<file path="src/rtl/lutc_pkg.sv">
package lutc_pkg;

  typedef enum logic [1:0] {
    MODE_LOGIC = 2'b00,
    MODE_RAM   = 2'b01,
    MODE_SHIFT = 2'b10,
    MODE_RSVD  = 2'b11
  } mode_e;

  typedef struct packed {
    logic load;
    logic write;
    logic shift;
  } strobe_t;

endpackage

</file>
<file path="src/rtl/lutc_ctrl.sv">
module lutc_ctrl
  import lutc_pkg::*;
(
  input  logic       clk,
  input  logic       rstN,
  input  logic [1:0] modeSel,
  input  logic       loadEn,
  input  logic       wrEn,
  input  logic       shEn,
  output strobe_t    stb
);

  mode_e mode;

  always_comb begin
    mode      = mode_e'(modeSel);
    stb.load  = loadEn;
    stb.write = !loadEn && (mode == MODE_RAM) && wrEn;
    stb.shift = !loadEn && (mode == MODE_SHIFT) && shEn;
  end

  // preload wins, strobes never overlap
  a_r2_strobes_exclusive: assert property (@(posedge clk) disable iff (!rstN)
    $onehot0({stb.load, stb.write, stb.shift}));

  // logic and reserved modes never modify storage except through preload
  a_r4_logic_quiet: assert property (@(posedge clk) disable iff (!rstN)
    (modeSel == 2'b00 || modeSel == 2'b11) |-> (!stb.write && !stb.shift));

  // cross-mode enables ignored
  a_r9_cross_mode: assert property (@(posedge clk) disable iff (!rstN)
    ((modeSel == 2'b01) |-> !stb.shift) and ((modeSel == 2'b10) |-> !stb.write));

endmodule

</file>
<file path="src/rtl/lutc_store.sv">
module lutc_store
  import lutc_pkg::*;
#(
  parameter int ADDR_W = 4,
  localparam int DEPTH = 1 << ADDR_W,
  localparam int NODES = 2 * DEPTH - 1
) (
  input  logic              clk,
  input  logic              rstN,
  input  strobe_t           stb,
  input  logic [ADDR_W-1:0] addr,
  input  logic [DEPTH-1:0]  loadData,
  input  logic              wrData,
  input  logic              serIn,
  output logic              dataOut,
  output logic              serOut
);

  logic [DEPTH-1:0] cells;
  logic [NODES-1:0] node;

  always_ff @(posedge clk or negedge rstN) begin
    if (!rstN)          cells <= '0;
    else if (stb.load)  cells <= loadData;
    else if (stb.write) cells[addr] <= wrData;
    else if (stb.shift) cells <= {cells[DEPTH-2:0], serIn};
  end

  // Binary select tree: leaves hold the cells, root is the output.
  // Level d chooses with addr bit ADDR_W-1-d (MSB at the root).
  assign node[NODES-1:DEPTH-1] = cells;

  for (genvar d = 0; d < ADDR_W; d++) begin : g_level
    for (genvar k = 0; k < (1 << d); k++) begin : g_node
      localparam int J = (1 << d) - 1 + k;
      assign node[J] = addr[ADDR_W-1-d] ? node[2*J+2] : node[2*J+1];
    end
  end

  assign dataOut = node[0];
  assign serOut  = cells[DEPTH-1];

  // preload replaces all bits
  a_r2_preload: assert property (@(posedge clk) disable iff (!rstN)
    (stb.load && $past(rstN)) |=> (cells == $past(loadData)));

  // single-bit write hits only the addressed bit
  a_r5_write_bit: assert property (@(posedge clk) disable iff (!rstN)
    (stb.write && $past(rstN)) |=>
      ((cells ^ $past(cells)) & ~(DEPTH'(1) << $past(addr))) == '0 &&
      cells[$past(addr)] == $past(wrData));

  // shift moves every bit up one place
  a_r7_shift_step: assert property (@(posedge clk) disable iff (!rstN)
    (stb.shift && $past(rstN)) |=>
      (cells == {$past(cells[DEPTH-2:0]), $past(serIn)}));

  // no strobe, no change
  a_r10_hold: assert property (@(posedge clk) disable iff (!rstN)
    (!stb.load && !stb.write && !stb.shift && $past(rstN)) |=> $stable(cells));

endmodule

</file>
<file path="src/rtl/lutc_cell.sv">
module lutc_cell
  import lutc_pkg::*;
#(
  parameter int ADDR_W = 4,
  localparam int DEPTH = 1 << ADDR_W
) (
  input  logic              clk,
  input  logic              rstN,
  input  logic [1:0]        modeSel,
  input  logic [ADDR_W-1:0] addr,
  input  logic              loadEn,
  input  logic [DEPTH-1:0]  loadData,
  input  logic              wrEn,
  input  logic              wrData,
  input  logic              shEn,
  input  logic              serIn,
  output logic              dataOut,
  output logic              serOut
);

  strobe_t stb;

  lutc_ctrl u_ctrl (
    .clk     (clk),
    .rstN    (rstN),
    .modeSel (modeSel),
    .loadEn  (loadEn),
    .wrEn    (wrEn),
    .shEn    (shEn),
    .stb     (stb)
  );

  lutc_store #(.ADDR_W(ADDR_W)) u_store (
    .clk      (clk),
    .rstN     (rstN),
    .stb      (stb),
    .addr     (addr),
    .loadData (loadData),
    .wrData   (wrData),
    .serIn    (serIn),
    .dataOut  (dataOut),
    .serOut   (serOut)
  );

endmodule

</file>
<file path="config.mk">
export PLATFORM = sky130hd
export DESIGN_NAME = lutc_cell
export DESIGN_NICKNAME = d
export VERILOG_FILES = /design/src/rtl/lutc_pkg.sv /design/src/rtl/lutc_ctrl.sv /design/src/rtl/lutc_store.sv /design/src/rtl/lutc_cell.sv
export SDC_FILE = /design/constraint.sdc
export NUM_CORES = 1
export LEC_CHECK = 0
export ABC_AREA = 1
export CORE_ASPECT_RATIO = 1.1
export CORE_MARGIN = 3
export CORE_UTILIZATION = 45
export CTS_BUF_LIST = sky130_fd_sc_hd__clkbuf_4
export CTS_CLUSTER_DIAMETER = 40
export CTS_CLUSTER_SIZE = 25
export DETAILED_ROUTE_END_ITERATION = 7
export PLACE_DENSITY = 0.74
export SLEW_MARGIN = 20
export SYNTH_ARGS = -nofsm -noshare
export SYNTH_HDL_FRONTEND = slang
export SYNTH_HIERARCHICAL = 1
export SYNTH_SLANG_ARGS = --single-unit
</file>
<file path="constraint.sdc">
create_clock -name clk -period 0.9 [get_ports clk]
set_clock_uncertainty 0.05 [all_clocks]
set_input_delay 0.18 -clock clk [delete_from_list [all_inputs] [get_ports clk]]
set_output_delay 0.18 -clock clk [all_outputs]
set_load 0.02 [all_outputs]
</file>
Word-level counts from Yosys, hierarchy flattened
Index checks and enable logic that the tools add are counted.
Cells by class
  $lt $le $gt $ge: 2
  equality and inequality tests: 2
  multiplexer cells: 21
  reductions and logical operators: 7
Operators by type and width (number)
  two-way mux 16 bit: 3
  bitwise mux 16 bit: 1
  two-way mux 1 bit: 16
  logical AND 1 bit: 5
  less-than comparator 4 x 5 -> 1 bit (second input constant): 1
  demux 1 bit (select 4 bit): 1
  >= comparator 4 x 1 -> 1 bit (second input constant): 1
  nonzero test 3 bit: 1
  == test 2 x 1 -> 1 bit (second input constant): 1
  == test 2 bit (second input constant): 1
  logical NOT 1 bit: 1
Word-level totals
  register bits after elaboration: 16
  bits of input ports: 29
  output and inout port bits: 2
  word-level logic and storage cells: 33

Logic depth before layout (Yosys ltp)
Gate-level depths: netlist of run 1.
  word-level depth: 7
  gate-level depth with buffers: 10
  gate-level depth less buffers: 9

Cells and area by module
The synthesis of run 1 kept the hierarchy.
By module, submodules not included
  lutc_store: times used 1, cells each 257, area each 1473.9 um^2, sequential area each 400.4 um^2
  lutc_ctrl: times used 1, cells each 10, area each 41.3 um^2, sequential area each 0.0 um^2

Worst setup path after synthesis of run 1
Ideal clock, no wire load.
  path type: input-to-reg
  start: input port loadEn
  end: register u_store.cells[11]
  setup time: 0.121 ns
  data arrival time: 1.136 ns
  required time: 0.729 ns
  slack: -0.406 ns
  cell stages on the path: 9
  buffers on the path: 1
  cells stage by stage: inv_2 > nand2_1 > nor2_1 > inv_2 > buf_2 > a21oi_1 > nand2_1 > nand3_1 > nand2_1
RTL lines
  start: declaration: RTL line lutc_cell.sv:11  | input logic loadEn,
  end signal: assignment: RTL line lutc_store.sv:24  | else if (stb.load) cells <= loadData;
  end signal: indexed assignment: RTL line lutc_store.sv:25  | else if (stb.write) cells[addr] <= wrData;
  end signal: assignment: RTL line lutc_store.sv:26  | else if (stb.shift) cells <= {cells[DEPTH-2:0], serIn};
  end: declaration: RTL line lutc_store.sv:19  | logic [DEPTH-1:0] cells;

Worst setup path in the final report of run 1
  start: register u_store.cells[0]
  end: output port dataOut
On the way
  cells in the longest elaborated chain, start to end: 4
RTL lines
  two-way mux 1 bit (4 in series): RTL line lutc_store.sv:36  | assign node[J] = addr[ADDR_W-1-d] ? node[2*J+2] : node[2*J+1];
  end: declaration: RTL line lutc_cell.sv:17  | output logic dataOut,
No other way between the ends.

==> summary.md, run 1 <==
| Metric | Value |
|---|---|
| Status | `finished with violations` |
| Failing checks | `setup timing` |
| Largest reg by FF count | `u_store/cells` |
| Syn_nets | `296` |
| Crit-path cells | `nand2_1 -> nand2_1 -> nand2_1 -> nand2_1 -> nand2_1 -> nand2_1 -> inv_1 -> nand2_2 -> buf_6` |
| Worst Setup EP | `dataOut` |
| Compound-Gate Fraction of Synth Area | `11.9%` |
| Slack of the critical path | `-0.655 ns` |
| Critical-path maximum fanout | `2` |
| Gr ovfl total | `0` |
| Most common cell on crit path | `nand2_1` |
| Final hold violation count | `0` |
| Vias/cell | `6.28` |
| WL per Instance | `20.3 um` |
| Crit Reg-Reg Endpoint | `u_store/cells[15]` |
| Synth Register Bits | `16` |
| Power Density | `1050 mW/mm2` |
| Num rows | `21` |
| Setup violators final | `18` |
| Worst path arrival time | `1.32 ns` |
| Int Power | `1.75 mW` |
| Worst r2r src | `u_store/cells[14]` |
| Detailed router's first-iteration violation count | `331` |
| Post-Syn Instances | `267` |
| Core region area | `0.00313 mm2` |
| CP Launch Type | `flip-flop` |
| Top post-synthesis cells by area | `dfrtp_1 26%, nand2_1 26%, nor2_1 10%` |
| Worst path slowest cell | `dfrtp_1` |
| Initial core utilization | `48.5%` |
| Crit path time final | `1.55 ns` |
| Largest net degree at the start of global routing | `17` |
| Clock tree buffer depth | `2` |
| CTS H-Tree Depth | `1` |
| Leak | `1.29 nW` |
| YS warnings | `6` |
| CP endpoint kind | `primary output` |
| Largest family of logic cells by synthesized area | `simple AND/OR/NAND/NOR gates` |
| Post-synthesis adder-cell area fraction | `0%` |
| # nets final | `363` |
| Post-route insts no fill | `367` |
| Gr usage total | `34.0%` |
| Slew HR | `78.9%` |
| Slowest stage delay, CP | `0.43 ns` |
| Clk sinks | `16` |
| Port Buffer Count | `30` |
| Register area share after synthesis | `26.4%` |
| Data required, critical path | `0.67 ns` |
| Vias | `2304` |
| Netlist cell types | `20` |
| Number of flip-flops under the largest register name | `16` |
| RSZ-0062 raised after global routing | `true` |
| DP Area | `0.00215 mm2` |
| Post-route clock period utilization | `173%` |
| Clk Latency, worst-skew pair | `0.30 ns` |
| CTS clk-pin slew, worst paths | `0.12 ns` |
| Switching Share | `39.3%` |
| Seq pwr share | `32.1%` |
| Placed insts | `353` |
| Clock share of power | `16.2%` |
| Antenna fix cells | `0` |
| Fmax | `0.643 GHz` |
| Drc violations | `0` |
| Post-synthesis mux area share | `0%` |
| Biggest regs | `u_store/cells x16` |
| Pins Over Slew Limit | `0` |
| Core Util, Final | `88.3%` |
| Synth Area in XOR/XNOR | `0%` |
| CP Class | `flip-flop to primary output` |
| CTS tree | `built` |
| Final Cell Area | `0.00276 mm2` |
| Combinational group share of total power | `51.6%` |
| Post-Route WL | `7460 um` |
| Post-CTS Hold Fix Bufs | `0` |
| Num CTS Buffers | `3` |
| NetSw | `1.14 mW` |
| Share of layout cells above drive strength 1 | `49.2%` |
| Worst Tran Pin Value | `0.315 ns` |
| Die Y | `66.9 um` |
| Synth Area per Inst | `5.67 um2` |
| Tot Pwr | `2.89 mW` |
| DIE WIDTH | `61.3 um` |
| Clock root cell | `clkbuf_4` |
| Fillers | `152` |
| R2R setup slack | `-0.34 ns` |
| HP Class | `input port to asynchronous set/reset pin` |
| Yosys top cell by area | `dfrtp_1` |
| Synth Area in Simple Gates | `50.2%` |
| Routability-driven placement congestion ratio | `0.894` |
| VDD IR-drop max | `0.840 mV` |
| ANT nets after route | `0` |
| Max-cap violations | `0` |
| Pre-Repair DR Iteration Count | `7` |
| Setup total negative slack | `-4.53 ns` |
| Global-route wire length before repair | `10300 um` |
| HPWL Detailed | `3250 um` |
| Critical path launch point | `u_store/cells[0]` |
| P&R area growth vs syn | `82.2%` |
| Die area | `0.00410 mm2` |
| Initial antenna violation count | `0` |
| Synthesized area | `0.00152 mm2` |
| Number of cells on the worst reg-to-reg path | `6` |
| I/O pins | `31` |
| Number of global-route vias before repair | `2168` |
| Top-area cell type share of the netlist area | `26.4%` |
-- critical path, delay by kind of cell (launching register included) --
| family | cells | cell delay, ns |
|---|---|---|
| simple gates | 7 | 0.42 |
| flops | 1 | 0.43 |
| buf+inv | 2 | 0.17 |
-- timing repair --
action	4_1_cts	5_1_grt
cloned	3	0
endpoints found under the setup margin	18	18
gates resized for setup	159	35
pin swaps	38	32
buffers inserted	10	4
-- per-stage QoR --
step | hold WS (ns) | setup WS (ns)
after floorplan | -0.166 | -0.253
after global placement | 0.485 | -1.16
after detailed placement | 0.484 | -1.17
after CTS | 0.163 | -0.574
after global routing | 0.143 | -0.736
final | 0.155 | -0.655
-- synth_stat cells --
| cell | instances |
|---|---|
| buf_4 | 4 |
| dfrtp_1 | 16 |
| nand4_1 | 1 |
| nor2_1 | 42 |
| or2_1 | 2 |
| inv_1 | 15 |
| buf_2 | 2 |
| nor3_4 | 1 |
| o21ai_1 | 3 |
| or2_2 | 13 |
| clkbuf_1 | 1 |
| o21ai_0 | 15 |
| buf_6 | 4 |
| inv_4 | 1 |
| buf_1 | 1 |
| a21oi_1 | 18 |
| nand3_1 | 18 |
| nand2_2 | 1 |
| nand2_1 | 104 |
| inv_2 | 5 |
-- routing by layer --
metal  share of wire [%]  GRT usage [%]
met4                 7.3           17.3
met2                  45           54.4
met3                  11           6.20
met1                  37           42.4
met5                   0              0
-- power by group through the flow --
stage | clock, mW | combinational, mW | sequential, mW
floorplan | 0 | 0.507 | 0.917
finish | 0.469 | 1.49 | 0.928
CTS | 0.453 | 1.29 | 0.912
global placement | 0 | 0.979 | 0.922
detailed placement | 0 | 0.995 | 0.920
global route | 0.520 | 1.56 | 0.935
-- area by class of cell --
cell class	instances	area, um2	share of cell area, %
clock buffer	4	30.0	1.09
timing repair buffer	74	796	28.8
sequential	16	402	14.6
inverter	21	109	3.94
multi-input combinational	218	1380	50.0
tap	34	42.5	1.54
-- worst min-delay path by stage --
stage	from	endpoint	slack [ns]	cells after the start
after global routing	rstN	u_store/cells[3]	0.14	2
after global placement	rstN	u_store/cells[2]	0.48	2
after detailed placement	rstN	u_store/cells[3]	0.48	2
after floorplan	rstN	u_store/cells[0]	-0.17	0
final	rstN	u_store/cells[4]	0.15	2
after CTS	rstN	u_store/cells[3]	0.16	2
-- cell usage in the layout (no fill, tap or decap), types with 11 or more instances in the layout --
| master | instances |
|---|---|
| buf_4 | 24 |
| buf_6 | 15 |
| clkdlybuf4s50_1 | 18 |
| dfrtp_1 | 15 |
| inv_1 | 11 |
| nand2_1 | 92 |
| nand3_2 | 12 |
| nor2_2 | 12 |
| nor2_4 | 22 |
| or2_2 | 13 |
-- logic make-up (layout without fill, tap and decap cells) --
family / count (synthesis) / in the layout
AND/OR/NAND/NOR: 182 / 182
buffers and inverters: 33 / 99
AO/OA/AOI/OAI: 36 / 36
flip-flops: 16 / 16
Note: power is estimated with default switching activity, not from simulation.
==> inputs of run 2 (changes only) <==
--- a/config.mk
+++ b/config.mk
@@ -8,12 +8,12 @@
 export ABC_AREA = 1
 export CORE_ASPECT_RATIO = 1.1
 export CORE_MARGIN = 3
-export CORE_UTILIZATION = 45
+export CORE_UTILIZATION = 48
 export CTS_BUF_LIST = sky130_fd_sc_hd__clkbuf_4
 export CTS_CLUSTER_DIAMETER = 40
 export CTS_CLUSTER_SIZE = 25
 export DETAILED_ROUTE_END_ITERATION = 7
-export PLACE_DENSITY = 0.74
+export PLACE_DENSITY_LB_ADDON = 0.15
 export SLEW_MARGIN = 20
 export SYNTH_ARGS = -nofsm -noshare
 export SYNTH_HDL_FRONTEND = slang
==> summary.md, run 2 (same netlist as run 1, synthesis figures left out) <==
| Metric | Value |
|---|---|
| I/O pins | `31 (unchanged)` |
| CTS clk-pin slew, worst paths | `0.12 ns (about the same)` |
| Slack of the critical path | `-0.840 ns (-0.185 ns)` |
| Num rows | `20 (-4.8%)` |
| Largest reg by FF count | `u_store/cells` |
| Failing checks | `setup timing` |
| CP endpoint kind | `primary output` |
| Commonest non-fill, non-tap cell in the layout | `nand2_1` |
| Die area | `0.00387 mm2 (-5.7%)` |
| Detailed router's first-iteration violation count | `582 (+76%)` |
| DIE WIDTH | `59.6 um (-2.9%)` |
| Core Util, Final | `95.4% (+7.1 points)` |
| Die Y | `64.9 um (-2.9%)` |
| R2R setup slack | `-0.26 ns (+0.08 ns)` |
| Biggest regs | `u_store/cells x16` |
| Final hold violation count | `0 (unchanged)` |
| Pins Over Slew Limit | `0 (unchanged)` |
| Port Buffer Count | `30 (unchanged)` |
| Post-route insts no fill | `370 (+0.82%)` |
| Final Cell Area | `0.00275 mm2 (-0.54%)` |
| Placed insts | `355 (+0.57%)` |
| Worst Tran Pin Value | `0.307 ns (-0.00803 ns)` |
| Most frequent cells in the layout | `85 x nand2_1, 25 x buf_4, 23 x nor2_4, 21 x buf_6, 18 x clkdlybuf4s50_1` |
| Critical-path maximum fanout | `2 (unchanged)` |
| Max-cap violations | `0 (unchanged)` |
| Power Density | `1080 mW/mm2 (+3.5%)` |
| Data required, critical path | `0.67 ns (about the same)` |
| Num CTS Buffers | `3 (unchanged)` |
| Antenna fix cells | `0 (unchanged)` |
| Share of layout cells above drive strength 1 | `50.4% (+1.2 points)` |
| Status | `finished with violations` |
| DP Area | `0.00215 mm2 (-0.17%)` |
| Pre-Repair DR Iteration Count | `6 (-1)` |
| Global-route wire length before repair | `10900 um (+6.7%)` |
| Worst path arrival time | `1.51 ns (+0.19 ns)` |
| Post-route clock period utilization | `193% (+21 points)` |
| VDD IR-drop max | `1.02 mV (+22%)` |
| Gr ovfl total | `0 (unchanged)` |
| P&R area growth vs syn | `81.2%` |
| RSZ-0062 raised after global routing | `true` |
| Initial core utilization | `52.7% (+4.2 points)` |
| Clk Latency, worst-skew pair | `0.31 ns (about the same)` |
| Fmax | `0.575 GHz (-11%)` |
| Initial antenna violation count | `0 (unchanged)` |
| Tot Pwr | `2.97 mW (+3.0%)` |
| Number of flip-flops under the largest register name | `16 (unchanged)` |
| Gr usage total | `37.7% (+3.8 points)` |
| ANT nets after route | `0 (unchanged)` |
| HP Class | `input port to asynchronous set/reset pin` |
| CTS H-Tree Depth | `1 (unchanged)` |
| Drc violations | `0 (unchanged)` |
| CTS tree | `built` |
| WL per Instance | `24.5 um (+21%)` |
| CP Launch Type | `flip-flop` |
| Post-CTS Hold Fix Bufs | `0 (unchanged)` |
| Clock tree buffer depth | `2 (unchanged)` |
| Critical path launch point | `u_store/cells[4]` |
| Routability-driven placement congestion ratio | `0.927 (+3.7%)` |
| Clk sinks | `16 (unchanged)` |
| Largest net degree at the start of global routing | `17 (unchanged)` |
| Number of global-route vias before repair | `2290 (+5.6%)` |
| Leak | `1.28 nW (-0.61%)` |
| Core region area | `0.00288 mm2 (-8.0%)` |
| Slew HR | `79.5% (+0.60 points)` |
| Vias/cell | `6.91 (+10%)` |
| Crit path time final | `1.74 ns (+0.185 ns)` |
| Setup violators final | `18 (unchanged)` |
| Worst r2r src | `u_store/cells[14]` |
| Post-Route WL | `9080 um (+22%)` |
| Pre-CTS WS | `-1.19 ns (-0.0132 ns)` |
| Clock root cell | `clkbuf_4` |
| # nets final | `367 (+1.1%)` |
| CP Class | `flip-flop to primary output` |
| HPWL Detailed | `3310 um (+1.9%)` |
| Vias | `2556 (+11%)` |
## run 2: area by class of cell
cell class / instances / area [um2]
Clock buffer: 3 / 22.5
Clock inverter: 1 / 3.75
Fill cell: 80 / 133
Inverter: 21 / 110
Multi-Input combinational cell: 218 / 1360
Sequential cell: 16 / 402
Tap cell: 33 / 41.3
Timing Repair Buffer: 78 / 810
## run 2: final timing paths
| check | to | cells after the start |
|---|---|---|
| max | dataOut | 9 |
| min | u_store/cells[12] | 2 |
| max reg2reg | u_store/cells[15] | 5 |
| min reg2reg | u_store/cells[9] | 3 |
| max in group asynchronous | u_store/cells[15] | 2 |
| min in group clk | u_store/cells[4] | 5 |
## run 2: per-layer routing
metal | up-vias | track usage (%) | wire length [um] | part of all wire (%)
met2 | 342 | 59.2 | 3960 | 44
met5 | - | 0 | 0 | 0
met4 | 0 | 29.1 | 861 | 9.5
li1 | 980 | - | - | -
met1 | 1131 | 42.5 | 2820 | 31
met3 | 103 | 9.76 | 1440 | 16
## run 2: per-stage QoR
step	setup TNS (ns)	hold slack [ns]
global placement	-15.16	0.488
floorplan	-3.55	-0.166
finish	-4.84	0.152
global route	-5.13	0.122
detailed placement	-15.40	0.485
CTS	-4.11	0.157
## run 2: repair_timing
item | CTS | global route
pin swaps | 16 | 33
buffers inserted | 9 | 4
gates cloned | 3 | 1
endpoints found under the setup margin | 18 | 18
gates resized for setup | 97 | 104
## run 2: worst max-delay path, cell delays in order (launching register included)
cell and delay [ns]:
dfrtp_1 0.45, nand2_1 0.11, nand2_1 0.06, nand2_1 0.07, nand2_1 0.05, nand2_1 0.09
nand2_1 0.11, inv_1 0.09, nand2_2 0.05, buf_6 0.12
## run 2: power breakdown
| part | total, mW | switching [mW] | internal [mW] |
|---|---|---|---|
| clock | 0.444 | 0.282 | 0.162 |
| sequential | 0.941 | 0.110 | 0.830 |
| combinational | 1.59 | 0.857 | 0.733 |
==> inputs of run 3 (changes only) <==
--- a/config.mk
+++ b/config.mk
@@ -5,14 +5,15 @@
 export SDC_FILE = /design/constraint.sdc
 export NUM_CORES = 1
 export LEC_CHECK = 0
-export ABC_AREA = 1
+export ABC_AREA = 0
 export CORE_ASPECT_RATIO = 1.1
 export CORE_MARGIN = 3
-export CORE_UTILIZATION = 48
+export CORE_UTILIZATION = 40
 export CTS_BUF_LIST = sky130_fd_sc_hd__clkbuf_4
 export CTS_CLUSTER_DIAMETER = 40
 export CTS_CLUSTER_SIZE = 25
 export DETAILED_ROUTE_END_ITERATION = 7
+export DONT_BUFFER_PORTS = 1
 export PLACE_DENSITY_LB_ADDON = 0.15
 export SLEW_MARGIN = 20
 export SYNTH_ARGS = -nofsm -noshare
==> summary.md, run 3 <==
| Metric | Value |
|---|---|
| CP Launch Type | `flip-flop` |
| Worst path arrival time | `1.56 ns (+0.05 ns)` |
| Crit-path cells | `mux4_2 -> a22oi_2 -> nand3_2` |
| DIE WIDTH | `61.8 um (+3.8%)` |
| Die Y | `67.4 um (+3.8%)` |
| Critical-path maximum fanout | `2 (unchanged)` |
| Number of flip-flops under the largest register name | `16 (unchanged)` |
| Hold WS | `-0.0406 ns (-0.193 ns)` |
| Failing checks | `hold timing, setup timing` |
| Largest net degree at the start of global routing | `41 (+24)` |
| WL per Instance | `22.3 um (-9.2%)` |
| Biggest regs | `u_store/cells x16` |
| GR Util met1 | `29.6% (-13 points)` |
| Synth Flop Type | `dfrtp_1` |
| Gr usage total | `23.3% (-14 points)` |
| Initial antenna violation count | `0 (unchanged)` |
| Slowest stage delay, CP | `0.52 ns (+0.07 ns)` |
| Worst Tran Pin Value | `0.752 ns (+0.444 ns)` |
| Post-route insts no fill | `206 (-44%)` |
| Pins Over Slew Limit | `0 (unchanged)` |
| Detailed router's first-iteration violation count | `55 (-91%)` |
| Top cell family by delay on the critical path | `multiplexers` |
| Post-synth EDFFs | `0 (unchanged)` |
| Top-area cell type share of the netlist area | `29.2% (+2.8 points)` |
| P&R area growth vs syn | `43.3%` |
| Worst path slowest cell | `mux4_2` |
| Synthesized area | `0.00137 mm2 (-9.5%)` |
| Placed insts | `194 (-45%)` |
| RSZ-0062 raised after global routing | `true` |
| Vias/cell | `6.87 (-0.57%)` |
| Synth Register Bits | `16 (unchanged)` |
| Critical path launch point | `u_store/cells[7]` |
| Largest reg by FF count | `u_store/cells` |
| Top post-synthesis cells by area | `dfrtp_1 29%, a221oi_1 10%, mux2_2 8.2%` |
| CTS tree | `built` |
| Drc violations | `0 (unchanged)` |
| Global-route wire length before repair | `7020 um (-36%)` |
| # nets final | `202 (-45%)` |
| Synth Area per Inst | `9.02 um2 (+59%)` |
| Share of layout cells above drive strength 1 | `55.2% (+4.8 points)` |
| Worst r2r src | `u_store/cells[7]` |
| Yosys top cell by area | `dfrtp_1` |
| Power Density | `1270 mW/mm2 (+18%)` |
| HP Class | `input port to asynchronous set/reset pin` |
| Clk Latency, worst-skew pair | `0.29 ns (-0.02 ns)` |
| Register area share after synthesis | `29.2% (+2.8 points)` |
| CP bufs+invs | `0 (-2)` |
| Clock tree buffer depth | `2 (unchanged)` |
| Commonest non-fill, non-tap cell in the layout | `buf_6` |
| Leak | `0.786 nW (-39%)` |
| Fmax | `0.559 GHz (-2.8%)` |
| VDD IR-drop max | `0.778 mV (-24%)` |
| Fraction of registers with async set/reset | `100% (unchanged)` |
| I/O pins | `31 (unchanged)` |
| Port Buffer Count | `0 (-100%)` |
| Slack of the critical path | `-0.890 ns (-0.0503 ns)` |
| CP endpoint kind | `primary output` |
| Commonest cells post-synth | `16 x a221oi_1, 16 x dfrtp_1, 16 x o21ai_0` |
| Post-Route WL | `4590 um (-49%)` |
| Met2 GRT Util | `38.4% (-21 points)` |
| HPWL Detailed | `2970 um (-10%)` |
| Antenna fix cells | `0 (unchanged)` |
| Initial core utilization | `43.5% (-9.2 points)` |
| CTS clk-pin slew, worst paths | `0.11 ns (about the same)` |
| Status | `finished with violations` |
| Number of global-route vias before repair | `1392 (-39%)` |
| Num rows | `21 (+5.0%)` |
| Vias | `1415 (-45%)` |
| Routability-driven placement congestion ratio | `0.874 (-5.7%)` |
| Pre-Repair DR Iteration Count | `4 (-2)` |
| ANT nets after route | `0 (unchanged)` |
| Netlist cell types | `32 (+60%)` |
| Syn_nets | `181 (-39%)` |
| Data required, critical path | `0.67 ns (about the same)` |
| YS warnings | `6 (unchanged)` |
| CP Class | `flip-flop to primary output` |
| Final Cell Area | `0.00197 mm2 (-28%)` |
| Clock root cell | `clkbuf_4` |
| Core region area | `0.00315 mm2 (+9.6%)` |
| Max-cap violations | `0 (unchanged)` |
| Fillers | `259 (+220%)` |
| Final hold violation count | `16 (+16)` |
| Gr busiest metal | `met2` |
| Crit path time final | `1.79 ns (+0.0503 ns)` |
| Die area | `0.00417 mm2 (+7.8%)` |
| Clk sinks | `16 (unchanged)` |
| CTS H-Tree Depth | `1 (unchanged)` |
| Slew HR | `49.9% (-30 points)` |
| Post-route clock period utilization | `199% (+5.6 points)` |
| Gr ovfl total | `0 (unchanged)` |
| Num CTS Buffers | `3 (unchanged)` |
| DP Area | `0.00158 mm2 (-26%)` |
| Setup total negative slack | `-6.10 ns (-1.26 ns)` |
| Setup violators final | `18 (unchanged)` |
| Post-Syn Instances | `152 (-43%)` |
| Most frequent cells in the layout | `16 x buf_6, 15 x dfrtp_1, 12 x a221oi_2, 11 x inv_1, 11 x o21ai_2` |
| M3 GR Usage | `4.59% (-5.2 points)` |
[run 3: cell types whose count changed in the layout (fill, tap and decap cells not counted), sizes merged, moves of 6 or more]
cell,delta
nand2,-102
nor2,-34
buf,-30
clkdlybuf4s50,-18
a221oi,+16
nand3,-16
or2,-15
mux2,+11
nor2b,+9
a21oi,-7
inv,-7
nand2b,+6
[run 3: cell type report]
cell class	count	area, um2	share of cell area (%)
sequential	16	402	20.4
multi-input combinational	113	1170	59.6
tap	34	42.5	2.16
timing repair buffer	27	268	13.6
inverter	12	52.6	2.67
clock buffer	4	30.0	1.53
[run 3: stage by stage]
step	setup slack (ns)	hold WS, ns	util [%]	power [mW]
after floorplan	-0.612	-0.166	-	1.53
after global placement	-0.653	-0.165	50.1	1.71
after detailed placement	-0.691	-0.165	50.1	1.73
after CTS	-0.888	0.0224	59.2	2.41
after global routing	-0.950	0.00841	62.3	2.63
final	-0.890	-0.0406	62.3	2.50
[run 3: cell families (layout without fill, tap and decap cells)]
| logic type | count (synthesis) | after routing | share of synthesized area [%] |
|---|---|---|---|
| flops | 16 | 16 | 29.2 |
| buf+inv | 26 | 43 | 10.3 |
| simple gates | 42 | 45 | 19.2 |
| mux | 15 | 15 | 15.6 |
| compound gates | 53 | 53 | 25.7 |
[run 3: where the power goes]
part | total [mW] | switching (mW) | internal (mW)
clock | 0.454 | 0.252 | 0.202
sequential | 0.966 | 0.117 | 0.850
combinational | 1.08 | 0.418 | 0.665
total | 2.50 | 0.786 | 1.72
[run 3: metal layers]
layer  routed length [um]  vias up  share of wire (%)
met5                    0        -                  0
met4                   51        0                1.1
li1                     -      632                  -
met1                 1900      706                 41
met3                  364        6                7.9
met2                 2270       71                 49
[run 3: timing repair]
item | 4_1_cts | 5_1_grt
endpoints found under the hold margin | 16 | 0
buffers inserted | 5 | 4
hold buffers | 1 | 0
endpoints found under the setup margin | 18 | 34
pin swaps | 20 | 8
gates resized for setup | 42 | 22
cloned | 3 | 0
[run 3: worst reg2reg max path: cells and delay by family (launching register included)]
family,cells,cell delay [ns]
multiplexers,1,0.26
AO/OA/AOI/OAI,2,0.36
buffers and inverters,2,0.24
flip-flops,1,0.43
[run 3: path summary, 6_finish.rpt]
check | to | slack [ns] | cells after the start
worst max-delay path | dataOut | -0.89 | 3
max in group asynchronous | u_store/cells[15] | 0.33 | 1
worst max register to register | u_store/cells[8] | -0.55 | 5
worst min register to register | u_store/cells[1] | 0.55 | 1
min in group clk | u_store/cells[15] | 0.03 | 2
worst min-delay path | u_store/cells[8] | -0.04 | 1
